**src/rtl/spud_pkg.sv**
```systemverilog
package spud_pkg;
  typedef enum logic [1:0] {
    RM_NEAREST = 2'b00,
    RM_ZERO    = 2'b01,
    RM_UP      = 2'b10,
    RM_DOWN    = 2'b11
  } rmode_e;

  typedef enum logic [1:0] {
    K_ZERO    = 2'b00,
    K_NORMAL  = 2'b01,
    K_SUBNORM = 2'b10
  } kind_e;

  typedef enum logic [2:0] {
    S_IDLE, S_SHIFT, S_ROUND, S_NORM, S_DONE
  } state_e;
endpackage

```
**src/rtl/spud_unpack.sv**
```systemverilog
module spud_unpack #(
  parameter int EXP_W     = 11,
  parameter int FRAC_W    = 52,
  parameter int BIAS      = 1023,
  parameter int MIN_EXP   = -126,
  parameter int SHIFT_CAP = 160,
  localparam int SIG_W    = FRAC_W + 1,
  localparam int E_W      = EXP_W + 2,
  localparam int CNT_W    = $clog2(SHIFT_CAP + 1)
) (
  input  logic [EXP_W-1:0]        exp_i,
  input  logic [FRAC_W-1:0]       frac_i,
  output logic [SIG_W-1:0]        sig_o,
  output logic signed [E_W-1:0]   exp_o,
  output logic [CNT_W-1:0]        cnt_o
);
  localparam logic signed [E_W-1:0] BIAS_S = E_W'(BIAS);
  localparam logic signed [E_W-1:0] MIN_S  = E_W'(MIN_EXP);
  localparam logic signed [E_W-1:0] CAP_S  = E_W'(SHIFT_CAP);

  logic signed [E_W-1:0] start_exp;
  logic signed [E_W-1:0] need;

  // subnormal source has no hidden bit and a fixed minimum exponent
  always_comb begin
    if (exp_i == '0) start_exp = $signed(E_W'(1)) - BIAS_S;
    else             start_exp = $signed({2'b00, exp_i}) - BIAS_S;
    sig_o = {exp_i != '0, frac_i};
    need  = MIN_S - start_exp;
    // steps until the exponent reaches the single-precision minimum, capped
    if (!need[E_W-1] && need != '0) begin
      cnt_o = (need > CAP_S) ? CNT_W'(SHIFT_CAP) : CNT_W'(need);
      exp_o = MIN_S;
    end else begin
      cnt_o = '0;
      exp_o = start_exp;
    end
  end
endmodule

```
**src/rtl/spud_round.sv**
```systemverilog
module spud_round
  import spud_pkg::*;
#(
  parameter int SIG_W  = 53,
  parameter int KEEP_W = 24,
  parameter int E_W    = 13,
  localparam int DROP_W = SIG_W - KEEP_W
) (
  input  logic                  sign_i,
  input  rmode_e                rm_i,
  input  logic [SIG_W-1:0]      sig_i,
  input  logic                  g_i,
  input  logic                  r_i,
  input  logic                  x_i,
  input  logic signed [E_W-1:0] exp_i,
  output logic [SIG_W-1:0]      sig_o,
  output logic signed [E_W-1:0] exp_o,
  output logic                  lost_o
);
  logic          lsb, gb, rb, xb, inc;
  logic [KEEP_W:0] sum;

  always_comb begin
    lsb = sig_i[DROP_W];
    gb  = sig_i[DROP_W-1];
    rb  = sig_i[DROP_W-2];
    xb  = (|sig_i[DROP_W-3:0]) | g_i | r_i | x_i;
    lost_o = gb | rb | xb;
    // increment decision per mode
    unique case (rm_i)
      RM_NEAREST: inc = gb & (lsb | rb | xb);
      RM_ZERO:    inc = 1'b0;
      RM_UP:      inc = ~sign_i & lost_o;
      RM_DOWN:    inc = sign_i & lost_o;
      default:    inc = 1'b0;
    endcase
    sum   = {1'b0, sig_i[SIG_W-1:DROP_W]} + {{KEEP_W{1'b0}}, inc};
    exp_o = exp_i;
    // carry out renormalizes to the next binade
    if (sum[KEEP_W]) begin
      sig_o = {1'b1, {(SIG_W-1){1'b0}}};
      exp_o = exp_i + $signed(E_W'(1));
    end else begin
      sig_o = {sum[KEEP_W-1:0], {DROP_W{1'b0}}};
    end
  end
endmodule

```
**src/rtl/spud_classify.sv**
```systemverilog
module spud_classify
  import spud_pkg::*;
#(
  parameter int SIG_W = 53
) (
  input  logic [SIG_W-1:0] sig_i,
  output kind_e            kind_o
);
  // kind taken from the rounded significand
  always_comb begin
    if (sig_i == '0)          kind_o = K_ZERO;
    else if (sig_i[SIG_W-1])  kind_o = K_NORMAL;
    else                      kind_o = K_SUBNORM;
  end
endmodule

```
**src/rtl/sp_underflow_denorm.sv**
```systemverilog
module sp_underflow_denorm
  import spud_pkg::*;
#(
  parameter int EXP_W        = 11,
  parameter int FRAC_W       = 52,
  parameter int NARROW_EXP_W = 8,
  parameter int KEEP_W       = 24,
  parameter int SHIFT_CAP    = 160
) (
  input  logic                    clk,
  input  logic                    rst_n,
  input  logic                    in_valid,
  output logic                    in_ready,
  input  logic                    in_sign,
  input  logic [EXP_W-1:0]        in_exp,
  input  logic [FRAC_W-1:0]       in_frac,
  input  logic [1:0]              in_rmode,
  input  logic                    in_inexact,
  output logic                    out_valid,
  input  logic                    out_ready,
  output logic [EXP_W+FRAC_W:0]   out_result,
  output logic                    out_underflow,
  output logic                    out_inexact,
  output logic [2:0]              out_class
);
  localparam int SIG_W   = FRAC_W + 1;
  localparam int E_W     = EXP_W + 2;
  localparam int CNT_W   = $clog2(SHIFT_CAP + 1);
  localparam int BIAS    = (1 << (EXP_W - 1)) - 1;
  localparam int MIN_EXP = 2 - (1 << (NARROW_EXP_W - 1));
  localparam logic signed [E_W-1:0] BIAS_S = E_W'(BIAS);

  state_e                state_q;
  logic                  sign_q, xin_q, uf_q, xo_q;
  rmode_e                rm_q;
  logic [SIG_W-1:0]      sig_q;
  logic                  g_q, r_q, x_q;
  logic signed [E_W-1:0] exp_q;
  logic [CNT_W-1:0]      cnt_q;
  kind_e                 kind_q;

  logic [SIG_W-1:0]      up_sig, rnd_sig;
  logic signed [E_W-1:0] up_exp, rnd_exp;
  logic [CNT_W-1:0]      up_cnt;
  logic                  rnd_lost, take;
  kind_e                 rnd_kind;

  spud_unpack #(
    .EXP_W(EXP_W), .FRAC_W(FRAC_W), .BIAS(BIAS),
    .MIN_EXP(MIN_EXP), .SHIFT_CAP(SHIFT_CAP)
  ) u_unpack (
    .exp_i(in_exp), .frac_i(in_frac),
    .sig_o(up_sig), .exp_o(up_exp), .cnt_o(up_cnt)
  );

  spud_round #(.SIG_W(SIG_W), .KEEP_W(KEEP_W), .E_W(E_W)) u_round (
    .sign_i(sign_q), .rm_i(rm_q), .sig_i(sig_q),
    .g_i(g_q), .r_i(r_q), .x_i(x_q), .exp_i(exp_q),
    .sig_o(rnd_sig), .exp_o(rnd_exp), .lost_o(rnd_lost)
  );

  spud_classify #(.SIG_W(SIG_W)) u_class (
    .sig_i(rnd_sig), .kind_o(rnd_kind)
  );

  // ready only when idle or when the pending result leaves now
  assign in_ready  = (state_q == S_IDLE) || (state_q == S_DONE && out_ready);
  assign take      = in_valid && in_ready;
  assign out_valid = (state_q == S_DONE);

  always_ff @(posedge clk or negedge rst_n) begin
    if (!rst_n) begin
      state_q <= S_IDLE;
      sign_q  <= 1'b0;
      xin_q   <= 1'b0;
      rm_q    <= RM_NEAREST;
      sig_q   <= '0;
      g_q     <= 1'b0;
      r_q     <= 1'b0;
      x_q     <= 1'b0;
      exp_q   <= '0;
      cnt_q   <= '0;
      uf_q    <= 1'b0;
      xo_q    <= 1'b0;
      kind_q  <= K_ZERO;
    end else begin
      unique case (state_q)
        S_IDLE, S_DONE: begin
          if (take) begin
            sign_q  <= in_sign;
            rm_q    <= rmode_e'(in_rmode);
            xin_q   <= in_inexact;
            sig_q   <= up_sig;
            g_q     <= 1'b0;
            r_q     <= 1'b0;
            x_q     <= 1'b0;
            exp_q   <= up_exp;
            cnt_q   <= up_cnt;
            state_q <= (up_cnt != '0) ? S_SHIFT : S_ROUND;
          end else if (state_q == S_DONE && out_ready) begin
            state_q <= S_IDLE;
          end
        end
        S_SHIFT: begin
          // guard -> round -> sticky chain, one place per clock
          x_q   <= x_q | r_q;
          r_q   <= g_q;
          g_q   <= sig_q[0];
          sig_q <= sig_q >> 1;
          cnt_q <= cnt_q - 1'b1;
          if (cnt_q == CNT_W'(1)) state_q <= S_ROUND;
        end
        S_ROUND: begin
          sig_q  <= rnd_sig;
          exp_q  <= rnd_exp;
          uf_q   <= rnd_lost;          // bits below single precision
          xo_q   <= xin_q | rnd_lost;
          kind_q <= rnd_kind;
          if (rnd_kind == K_SUBNORM) state_q <= S_NORM;
          else                       state_q <= S_DONE;
        end
        S_NORM: begin
          // left-normalize one place per clock
          sig_q <= sig_q << 1;
          exp_q <= exp_q - $signed(E_W'(1));
          if (sig_q[SIG_W-2]) state_q <= S_DONE;
        end
        default: state_q <= S_IDLE;
      endcase
    end
  end

  logic [E_W-1:0] biased;
  assign biased = exp_q + BIAS_S;

  always_comb begin
    if (kind_q == K_ZERO) out_result = {sign_q, {(EXP_W+FRAC_W){1'b0}}};
    else                  out_result = {sign_q, biased[EXP_W-1:0], sig_q[FRAC_W-1:0]};
  end
  assign out_underflow = uf_q;
  assign out_inexact   = xo_q;
  assign out_class     = {sign_q, kind_q};
endmodule

```
**config.mk**
```make
export PLATFORM = sky130hd
export DESIGN_NAME = sp_underflow_denorm
export DESIGN_NICKNAME = d
export VERILOG_FILES = /design/src/rtl/spud_pkg.sv /design/src/rtl/spud_unpack.sv /design/src/rtl/spud_round.sv /design/src/rtl/spud_classify.sv /design/src/rtl/sp_underflow_denorm.sv
export SDC_FILE = /design/constraint.sdc
export NUM_CORES = 1
export LEC_CHECK = 0
export BUFFER_PORTS_ARGS = -buffer_cell sky130_fd_sc_hd__buf_2
export CORE_MARGIN = 2
export CORE_UTILIZATION = 30
export DETAILED_ROUTE_END_ITERATION = 16
export HOLD_SLACK_MARGIN = 0.05
export PLACE_DENSITY = 0.44
export SLEW_MARGIN = 20
export SYNTH_ARGS = -nofsm -noshare
export SYNTH_HDL_FRONTEND = slang
export SYNTH_HIERARCHICAL = 1
export SYNTH_SLANG_ARGS = --single-unit
```
**constraint.sdc**
```tcl
create_clock -name clk -period 8.4 [get_ports clk]
set_input_delay 0.42 -clock clk [delete_from_list [all_inputs] [get_ports clk]]
set_output_delay 0.42 -clock clk [all_outputs]
set_load 0.05 [all_outputs]
```
Yosys cells after proc, flatten, opt, wreduce, memory -nomap -nowiden:

Index checks and enable logic that the tools add are counted.

* bits in registers: 88
* input bits: 71
* output and inout bits: 71
* logic and storage cells: 98

* add/sub/neg operators: 7
* order comparisons: 1
* eq/ne operators: 14
* muxes and demuxes: 27
* bitwise gates (word level): 13
* reduce and logical (&&, ||, !) cells: 23

Operator list (count)
* case mux 53 bit (4 select lines): 1
* 2-to-1 mux 53 bit: 2
* 2-to-1 mux 63 bit: 1
* zero test 53 bit: 1
* 2-to-1 mux 13 bit: 4
* case mux 13 bit (3 select lines): 1
* OR reduction 27 bit: 1
* adder 24 x 1 -> 25 bit: 1
* 2-to-1 mux 8 bit: 3
* case mux 8 bit (2 select lines): 1
* 2-to-1 mux 3 bit: 5
* adder 13 x 2 -> 13 bit, second input constant: 1
* greater-than comparator 13 x 9 -> 1 bit, second input constant: 1
* nonzero test 13 bit: 1
* subtractor 13 x 2 -> 13 bit, second input constant: 1
* subtractor 8 x 13 -> 13 bit, first input constant: 1
* case mux 3 bit (4 select lines): 1
* subtractor 11 x 10 -> 12 bit, second input constant: 1
* adder 11 bit, second input constant: 1
* zero test 11 bit: 1
* nonzero test 11 bit: 1
* bitwise OR 1 bit: 9
* == test 8 x 1 -> 1 bit, second input constant: 1
* nonzero test 8 bit: 1
* other kinds (26): 43

Logic depth before layout (Yosys ltp):

Gate-level depths: netlist of run 1.

* depth in word-level cells: 14
* gate-level depth with buffers: 19
* gate-level depth less buffers: 17

Modules after synthesis:

The synthesis of run 1 kept the hierarchy.

By module, submodules not included
* sp_underflow_denorm: times used 1, cells an instance 795, area each 6543.8 sq um, sequential area each 2202.1 sq um
* spud_unpack: times used 1, cells an instance 200, area each 1436.4 sq um, sequential area each 0.0 sq um
* spud_round: times used 1, cells an instance 183, area each 1291.2 sq um, sequential area each 0.0 sq um
* spud_classify: times used 1, cells an instance 20, area each 127.6 sq um, sequential area each 0.0 sq um

Worst setup path before layout of run 1:

Ideal clock, no wire load.

* path type: reg2reg
* start: reg sig_q[0]
* end: reg state_q[0]
* library setup time: 126 ps
* arrival time: 3555 ps
* data required time: 8274 ps
* slack: 4719 ps
* stages on the path, launching flop included: 19
* path buffers: 2
* period minus slack after synthesis: 3681 ps
* cells stage by stage: dfrtp_1 > nor4_1 > nand4_1 > o21ai_0 > a221oi_1 > ha_1 > ha_1 > nand4_1 > nor4_2 > and2_0 > buf_4 > buf_4 > nor2_1 > nor4_1 > nand4_1 > o41a_1 > nand2b_1 > mux2i_1 > a221o_1

* word-level cells in the longest chain between the ends: 14
* elaborated cells between the ends (all ways): 18
* those cells by class: add/sub: 1; eq/ne: 1; mux: 6; bitwise: 8; reduce/logical: 2

RTL lines
* start: declaration: RTL line sp_underflow_denorm.sv:36 `logic [SIG_W-1:0] sig_q;`
* start signal: assignment: RTL line sp_underflow_denorm.sv:93 `sig_q <= up_sig;`
* start signal: assignment: RTL line sp_underflow_denorm.sv:109 `sig_q <= sig_q >> 1;`
* start signal: assignment: RTL line sp_underflow_denorm.sv:114 `sig_q <= rnd_sig;`
* OR reduction 27 bit (*): RTL line spud_round.sv:27 `xb = (|sig_i[DROP_W-3:0]) | g_i | r_i | x_i;`
* bitwise OR 1 bit (*) (3 in series): RTL line spud_round.sv:27
* bitwise OR 1 bit (on tied branches): RTL line spud_round.sv:28, spud_round.sv:31
* AND 1 bit (on tied branches): RTL line spud_round.sv:34, spud_round.sv:31, spud_round.sv:33
* case mux 1 bit (4 select lines) (*): RTL line spud_round.sv:30 `unique case (rm_i)`
* adder 24 x 1 -> 25 bit (*): RTL line spud_round.sv:37 `sum = {1'b0, sig_i[SIG_W-1:DROP_W]} + {{KEEP_W{1'b0}}, inc};`
* 2-to-1 mux 53 bit (*): RTL line spud_round.sv:40 `if (sum[KEEP_W]) begin`
* named net rnd_sig[43]: RTL line sp_underflow_denorm.sv:42 `logic [SIG_W-1:0] up_sig, rnd_sig;`
* zero test 53 bit (*): RTL line spud_classify.sv:11 `if (sig_i == '0) kind_o = K_ZERO;`
* 2-to-1 mux 2 bit (*): RTL line spud_classify.sv:11
* named net rnd_kind[1]: RTL line sp_underflow_denorm.sv:46 `kind_e rnd_kind;`
* == test 2 bit (*): RTL line sp_underflow_denorm.sv:119 `if (rnd_kind == K_SUBNORM) state_q <= S_NORM;`
* 2-to-1 mux 3 bit (*): RTL line sp_underflow_denorm.sv:119
* case mux 3 bit (4 select lines) (*): RTL line sp_underflow_denorm.sv:87 `unique case (state_q)`
* end signal: assignment: RTL line sp_underflow_denorm.sv:99 `state_q <= (up_cnt != '0) ? S_SHIFT : S_ROUND;`
* end: declaration: RTL line sp_underflow_denorm.sv:33 `state_e state_q;`

The timed path passes the listed nets; every way through them passes the cells marked *.
A chain may end at the register's enable or synchronous reset.

Worst setup path after layout of run 1:

* start: reg sig_q[16]
* end: reg state_q[0]

Same word-level chain as after synthesis.

==> results by group, run 1 <==
Place
  – HPWL Detailed: 22.1 mm
  – Inst Count DP: 1580
  – Routability congestion estimate: 0.831
  – IO Port Bufs: 141

STA
  – RSZ-0062 raised after global routing: no
  – TNS Setup: 0 ns
  – Clk_skew: 0.0131 ns
  – Fin crit period: 4.74 ns
  – Hold violation count in the final report: 0
  – Max Slew Vio Count: 0
  – Relative slew slack: 0.406
  – Slew @ Worst Pin: 0.891 ns
  – Max Freq: 0.211 GHz
  – Final Setup Violations: 0
  – Tcrit/Tclk final: 0.564

Global routing
  – GRT Total Usage: 0.197
  – Largest net degree at the start of global routing: 75
  – Initial antenna violation count: 0
  – Vias in the first global route: 8473
  – Grt total ovfl: 0
  – First-pass GRT wire length: 49.6 mm

Worst setup path
  – Top cell by count, worst path: nand4_1
  – Slowest Stage Delay on Critical Path: 0.71 ns
  – Worst r2r src: sig_q[16]
  – CP endpoint kind: flip-flop
  – Worst Path Required: 8.65 ns
  – Worst r2r path cells: 16
  – Critical path launch point type: flip-flop
  – Critical-path cell list: nor4_1, nand4_1, o21ai_0, a221oi_1, ha_1, ha_1, nand4_1, nor4_2, and2_0, nor2_1, nor4_1, nand4_1, o41a_1, nand2b_1, mux2i_1, a221o_1
  – Setup CP Type: flip-flop to flip-flop
  – Critical path peak fanout: 14
  – Reg2reg end: state_q[0]
  – R2R setup slack: 3.66 ns
  – Slowest cell on crit path: and2_0
  – Crit path arrival time: 4.99 ns

Clock network
  – Clock Sinks: 86
  – Post-CTS setup buffers: 0
  – Reg clk slew, reported paths: 0.08 ns
  – CTS H-tree depth: 3
  – Worst-Skew Late Latency: 0.36 ns
  – Clock Tree Root: clkbuf_16
  – Hold Buf Count CTS: 0
  – Longest Clk Path Bufs: 2
  – Cts bufs inserted: 9
  – CTS tree: built
  – Resized cells post-CTS: 0

Routing
  – Drt wl/cell: 19.9 um
  – Vias post-DR: 8859
  – Detail Route Antenna Nets: 0
  – Starting DRT DRC Count: 583
  – DRC: 0
  – First drt pass iteration count: 5
  – Vias per cell: 5.55
  – Routed WL: 31.7 mm

Layout
  – Commonest cells after routing, fill and taps aside: nor2_1 (161), buf_2 (140), dfrtp_1 (83), inv_1 (74), o21ai_0 (68)
  – Layout Cells excl Fill: 1596
  – Filler cells: 3338
  – Share of cells above drive strength 1: 0.190
  – Commonest non-fill, non-tap cell in the layout: nor2_1
  – Area Overhead vs Synth: 7.15%
  – Final layout net count: 1277
  – Antenna fix cells: 0

Run
  – Max-cap violation count: 0

Die
  – Die Footprint: 32100 sq um
  – Core ar.: 30400 sq um
  – Chip height: 179 um
  – Initial Util: 0.303
  – # rows: 64
  – IO Pins: 142
  – Die width: 179 um

Power
  – Worst vdd ir: 0.000275 V
  – Pleak: 4.13 nW
  – Total Power: 4.61 mW
  – PD cells: 468 nW/um^2

Outcome
  – Outcome: complete, no violations

Min path
  – HP Class: input pin to asynchronous set/reset pin

Logic synthesis
  – Synth warn: 6
  – Synthesized instance count: 1176
  – Synthesized area per cell: 7.83 sq um
  – Mapped Area: 9210 sq um
[layer usage]
layer | wire length [um] | track usage | vias to the layer above
li1 | - | - | 4289
met1 | 15300 | 0.286 | 4280
met2 | 14400 | 0.311 | 266
met3 | 1480 | 0.0168 | 24
met4 | 561 | 0.0531 | 0
met5 | 0 | 0 | -
[stage by stage]
step | setup slack, ns | cell area (sq um) | hold slack [ns] | utilization
after floorplan | 4.72 | 9310 | 0.124 | -
after global placement | 3.87 | 9570 | 0.469 | 0.315
after detailed placement | 3.68 | 9570 | 0.468 | 0.315
after CTS | 3.64 | 9860 | 0.0754 | 0.324
after global routing | 3.17 | 9860 | 0.0943 | 0.324
final | 3.66 | 9860 | 0.0471 | 0.324
[worst max path at each step]
stage,slack (ns),from,to
5_1_grt,3.17,sig_q[16],state_q[0]
3_3_place_gp,3.87,sig_q[16],state_q[0]
6_report,3.66,sig_q[16],state_q[0]
2_1_floorplan,4.72,sig_q[0],state_q[0]
3_5_place_dp,3.68,sig_q[15],state_q[0]
4_1_cts,3.64,sig_q[16],state_q[0]
[registers in the layout (all words and copies together) (netlist names), 2 cells and up]
register	count
rm_q	2
exp_q	11
cnt_q	8
state_q	3
kind_q	2
sig_q	53
[where the power goes]
| part | switching (mW) | total (mW) | internal [mW] |
|---|---|---|---|
| Clock | 0.209 | 0.417 | 0.209 |
| Combinational | 2.14 | 3.17 | 1.03 |
| Sequential | 0.397 | 1.03 | 0.630 |
| Total | 2.75 | 4.61 | 1.87 |
[final cells by class]
| cell class | count | area [sq um] | share of cell area |
|---|---|---|---|
| Tap cell | 396 | 495 | 0.0502 |
| Clock inverter | 7 | 63.8 | 0.00647 |
| Multi-Input combinational cell | 872 | 5860 | 0.594 |
| Sequential cell | 86 | 2160 | 0.219 |
| Inverter | 75 | 282 | 0.0285 |
| Clock buffer | 9 | 225 | 0.0228 |
| Timing Repair Buffer | 151 | 783 | 0.0794 |
[worst max-delay path: cells and delay by family (launching register included)]
family,cells,cell delay (ns)
AND/OR/NAND/NOR,9,2.40
AO/OA/AOI/OAI,4,1.20
adder cells (fa/ha/maj),2,0.51
flip-flops,1,0.44
multiplexers,1,0.10
No activity file was read; power rests on OpenSTA's default activity.
==> run 2: changes to the inputs <==
PLACE_DENSITY = 0.46   (was 0.44)
clock period = 4.3 ns   (was 8.4 ns; I/O delays follow)
==> run 2 against run 1 <==
Cell area up 3.4%. Sequential power rose by 100%. Flip-flop and latch count stayed put. Core utilization grew 1.1 points. Wire length grew 1.1%. Worst setup slack worse by 3.4 ns.
==> results by group, run 2 (synthesis gave the netlist of run 1 again) <==
Outcome
  – Outcome: complete, no violations

Worst setup path
  – Crit path arrival time: 4.32 ns
  – Top cell by count, worst path: nand4_1
  – Critical path peak fanout: 5
  – Slowest cell on crit path: o41a_1
  – Worst Path Required: 4.54 ns
  – Slowest Stage Delay on Critical Path: 0.45 ns
  – CP endpoint kind: flip-flop
  – Setup CP Type: flip-flop to flip-flop
  – Critical path launch point type: flip-flop
  – Critical-path cell list: nor4_1, nand4_1, nor2_1, a221oi_2, ha_2, ha_4, nand4_1, nor4_2, buf_4, a21oi_1, o21ba_2, nor4_4, nand4_1, o41a_1, nand2b_1, mux2i_1, a221o_1

Clock network
  – Clock Sinks: 86
  – Cts bufs inserted: 9
  – CTS tree: built
  – Reg clk slew, reported paths: 0.08 ns
  – Longest Clk Path Bufs: 2
  – Clock Tree Root: clkbuf_16
  – Worst-Skew Late Latency: 0.36 ns
  – CTS H-tree depth: 3

STA
  – RSZ-0062 raised after global routing: no
  – TNS Setup: 0 ns
  – Final Setup Violations: 0
  – Clk_skew: 0.00964 ns
  – Hold_ws: 0.0972 ns
  – Relative slew slack: 0.263
  – Fin crit period: 4.08 ns
  – Max Slew Vio Count: 0
  – Max Freq: 0.245 GHz
  – Hold violation count in the final report: 0
  – Setup WS post-layout: 0.219 ns
  – Tcrit/Tclk final: 0.949
  – Slew @ Worst Pin: 1.11 ns

Global routing
  – Vias in the first global route: 8674
  – Grt total ovfl: 0
  – GRT Total Usage: 0.200
  – Largest net degree at the start of global routing: 65
  – First-pass GRT wire length: 50.3 mm
  – Initial antenna violation count: 0

Place
  – HPWL Detailed: 22.5 mm
  – Routability congestion estimate: 0.855
  – IO Port Bufs: 141
  – Place WS: 0.0846 ns

Power
  – Worst vdd ir: 0.000717 V
  – PD cells: 907 nW/um^2
  – Pleak: 4.31 nW

Routing
  – Vias post-DR: 9041
  – Starting DRT DRC Count: 752
  – First drt pass iteration count: 5
  – Drt wl/cell: 19.7 um
  – Vias per cell: 5.55
  – Routed WL: 32.1 mm
  – Detail Route Antenna Nets: 0
  – DRC: 0

Die
  – IO Pins: 142
  – Chip height: 179 um
  – Die width: 179 um
  – Initial Util: 0.303
  – Core ar.: 30400 sq um
  – Die Footprint: 32100 sq um
  – # rows: 64

Layout
  – Max reg flops: 53
  – Filler cells: 3329
  – Top flop regs: sig_q (53), exp_q (11), cnt_q (8)
  – Commonest cells after routing, fill and taps aside: nor2_1 (161), buf_2 (140), dfrtp_1 (80), inv_1 (74)
  – Top reg by flops: sig_q
  – Area Overhead vs Synth: 10.7%
  – Antenna fix cells: 0
  – Commonest non-fill, non-tap cell in the layout: nor2_1
  – Share of cells above drive strength 1: 0.217
  – Final layout net count: 1310

Run
  – Max-cap violation count: 0

Min path
  – HP Class: input pin to flip-flop
run 2: metrics by stage:
| step | power, mW | util | instance area [sq um] | cells |
|---|---|---|---|---|
| 3_5_place_dp | 8.26 | 0.319 | 9690 | 1595 |
| 6_report | 9.24 | 0.335 | 10200 | 1629 |
| 5_1_grt | 9.93 | 0.335 | 10200 | 1629 |
| 4_1_cts | 9.14 | 0.329 | 10000 | 1614 |
| 2_1_floorplan | 6.72 | - | 9310 | 1204 |
| 3_3_place_gp | 8.27 | 0.319 | 9690 | 1595 |
run 2: area by class of cell:
| cell class | count | area (sq um) | share of cell area |
|---|---|---|---|
| multi-input cells | 872 | 5910 | 0.579 |
| flip-flops and latches | 86 | 2160 | 0.212 |
| repair buffers | 184 | 1050 | 0.103 |
| well taps | 396 | 495 | 0.0486 |
| inverters | 75 | 282 | 0.0276 |
| clock buffers | 9 | 225 | 0.0221 |
| clock inverters | 7 | 75.1 | 0.00736 |
run 2: worst paths after layout:
kind	from	end	slack, ns	cells after the start
max	sig_q[16]	state_q[0]	0.22	17
min	in_inexact	xin_q	0.1	3
max reg2reg	sig_q[16]	state_q[0]	0.22	17
min reg2reg	xin_q	xin_q	0.50	2
max in group asynchronous	rst_n	sig_q[25]	2.86	3
min in group asynchronous	rst_n	x_q	0.44	2
run 2: per-layer routing:
layer	wire [um]	track usage
met5	0	0
met4	403	0.0440
met3	1400	0.0231
met2	15200	0.328
met1	15100	0.281
run 2: worst max-delay path, delay by kind of cell, from the launching register on:
family	cells	cell delay [ns]
adder cells (fa/ha/maj)	2	0.43
buffers and inverters	1	0.18
multiplexers	1	0.10
flip-flops	1	0.42
AND/OR/NAND/NOR	8	1.37
AO/OA/AOI/OAI	5	1.44
run 2: timing repair:
item	4_1_cts	5_1_grt
setup endpoints to repair	0	3
setup buffers	0	15
hold endpoints to repair	51	0
hold buffers	3	0
resized for setup	0	14
run 2: power breakdown:
part | internal (mW) | switching, mW
combinational | 2.17 | 4.17
sequential | 1.23 | 0.845
clock | 0.413 | 0.414
total | 3.81 | 5.43
==> run 3: changes to the inputs <==
GPL_TIMING_DRIVEN = 0   (was not set)
PLACE_DENSITY = 0.44   (was 0.46)
clock period = 4.1 ns   (was 4.3 ns; I/O delays follow)
==> run 3 against run 2 <==
Die area unchanged. Clock power rose by 9.7%. Clock-buffer cell count stayed put. Via count rose by 5.6%. Clock skew rose by 0.013 ns. Non-clock buffer count grew 121. Combinational power rose by 16%. Sequential power is 3% lower. Global-route usage grew 1.6 points. Worst hold slack improved by 0.037 ns.
==> results by group, run 3 (synthesis gave the netlist of run 1 again) <==
Min path
  – Hold Crit Depth: 2
  – Hold path endpoint: state_q[2]
  – Hold Path Origin: out_ready
  – HP Class: input pin to flip-flop

Die
  – Die width: 179 um
  – Core ar.: 30400 sq um
  – Initial Util: 0.303
  – IO Pins: 142
  – Die Footprint: 32100 sq um
  – # rows: 64
  – Chip height: 179 um

Worst setup path
  – CP top delay family: compound AO/OA/AOI/OAI gates
  – Setup CP Type: flip-flop to flip-flop
  – CP endpoint kind: flip-flop
  – Critical path peak fanout: 3
  – Critical-path cell list: nor3_2, nand4_1, o21ai_1, a221oi_2, ha_2, buf_6, ha_4, nand4_1, nor4_4, buf_4, a21oi_1, o21ba_2, nor4_4, nand4_1, o41a_1, nand2b_1, mux2i_1, a221o_1
  – Worst r2r src: sig_q[24]
  – Worst Path Required: 4.33 ns
  – Worst r2r path cells: 18
  – Top cell by count, worst path: nand4_1
  – R2R setup slack: 0.05 ns
  – Slowest Stage Delay on Critical Path: 0.45 ns
  – Slowest cell on crit path: o41a_1
  – Reg2reg end: state_q[0]
  – Crit path arrival time: 4.28 ns
  – Critical path launch point type: flip-flop
  – Critical path buffers and inverters: 2

Layout
  – Top flop regs: sig_q (53), exp_q (11), cnt_q (8)
  – Commonest non-fill, non-tap cell in the layout: nor2_1
  – Filler cells: 3256
  – Commonest cells after routing, fill and taps aside: nor2_1 (161), buf_4 (134), buf_2 (114), dfrtp_1 (80), inv_1 (74)
  – Max reg flops: 53
  – Final layout net count: 1431
  – Antenna fix cells: 0
  – Area Overhead vs Synth: 21.1%
  – Layout Cells excl Fill: 1750
  – Share of cells above drive strength 1: 0.262
  – Top reg by flops: sig_q

Global routing
  – Vias in the first global route: 9127
  – GRT Total Usage: 0.215
  – Initial antenna violation count: 0
  – Largest net degree at the start of global routing: 50
  – First-pass GRT wire length: 53.7 mm
  – Grt total ovfl: 0

Routing
  – First drt pass iteration count: 4
  – Drt wl/cell: 19.8 um
  – Vias post-DR: 9551
  – DRC: 0
  – Starting DRT DRC Count: 733
  – Detail Route Antenna Nets: 0
  – Routed WL: 34.6 mm
  – Vias per cell: 5.46

STA
  – Hold_ws: 0.134 ns
  – RSZ-0062 raised after global routing: yes
  – Slew @ Worst Pin: 0.806 ns
  – Max Freq: 0.247 GHz
  – Clk_skew: 0.0229 ns
  – TNS Setup: 0 ns
  – Final Setup Violations: 0
  – Tcrit/Tclk final: 0.987
  – Hold violation count in the final report: 0
  – Max Slew Vio Count: 0
  – Fin crit period: 4.05 ns
  – Relative slew slack: 0.462

Clock network
  – Cts bufs inserted: 9
  – Longest Clk Path Bufs: 2
  – Clock Tree Root: clkbuf_16
  – Clock Sinks: 86
  – CTS tree: built
  – CTS H-tree depth: 3
  – Reg clk slew, reported paths: 0.08 ns
  – Worst-Skew Late Latency: 0.37 ns

Power
  – Worst vdd ir: 0.000559 V
  – Internal: 4.31 mW
  – Pleak: 4.83 nW
  – Comb power frac: 0.715
  – Reg power frac: 0.196
  – Sw Share: 0.579
  – PD cells: 918 nW/um^2
  – Switching power: 5.93 mW
  – Clk pwr share: 0.089

Place
  – IO Port Bufs: 83
  – Routability congestion estimate: 0.868
  – HPWL Detailed: 25.3 mm
  – Inst Count DP: 1684

Run
  – Max-cap violation count: 0

Outcome
  – Outcome: complete, no violations
==> run 3: area by class of cell <==
type	instances	area (sq um)	share of cell area
timing repair buffer	134	841	0.0754
clock inverter	7	77.6	0.00696
clock buffer	9	225	0.0202
buffer	171	1070	0.0958
sequential	86	2160	0.194
tap	396	495	0.0444
multi-input combinational	872	6000	0.538
inverter	75	282	0.0252
==> run 3: worst max-delay path by stage <==
stage,start,endpoint,slack (ns),cells after the start
6_report,sig_q[24],state_q[0],0.05,18
5_1_grt,g_q,state_q[0],-0.18,18
4_1_cts,r_q,state_q[0],-0.05,17
3_5_place_dp,sig_q[0],state_q[0],-0.85,18
3_3_place_gp,sig_q[0],state_q[0],-0.85,18
2_1_floorplan,sig_q[0],state_q[0],0.42,18
==> run 3: stage by stage <==
| step | utilization | setup slack [ns] | total power [mW] | area (sq um) |
|---|---|---|---|---|
| after floorplan | - | 0.419 | 7.05 | 9310 |
| after global placement | 0.336 | -0.849 | 8.83 | 10200 |
| after detailed placement | 0.337 | -0.846 | 8.86 | 10300 |
| after CTS | 0.362 | -0.0472 | 10.1 | 11000 |
| after global routing | 0.366 | -0.178 | 11.0 | 11100 |
| final | 0.366 | 0.0520 | 10.2 | 11100 |
==> run 3: timing repair <==
item                                   4_1_cts  5_1_grt
setup buffers                               40        5
endpoints found under the hold margin       41        0
setup endpoints to repair                    4        4
gates resized for setup                     23       18
hold buffers                                 5        0
pin swaps                                   15       13
==> run 3: worst register-to-register path, delay by kind of cell, from the launching register on <==
family	cells	cell delay, ns
AOI/OAI and AO/OA	6	1.48
adders and majority gates	2	0.38
and+or+nand+nor	7	1.27
muxes	1	0.10
buffers and inverters	2	0.29
DFF	1	0.41
==> run 3: power by group through the flow <==
stage | combinational (mW) | sequential (mW) | clock, mW
after global routing | 7.93 | 2.07 | 0.950
after floorplan | 5.22 | 1.84 | 0
final | 7.33 | 2.01 | 0.907
after global placement | 6.77 | 2.05 | 0
after detailed placement | 6.80 | 2.06 | 0
after CTS | 7.25 | 1.97 | 0.916
==> run 3: per-layer routing <==
metal | wire length [um] | GRT usage | vias up
met5 | 0 | 0 | -
li1 | - | - | 4585
met1 | 16200 | 0.297 | 4665
met4 | 447 | 0.0484 | 0
met2 | 16400 | 0.360 | 271
met3 | 1630 | 0.0252 | 30
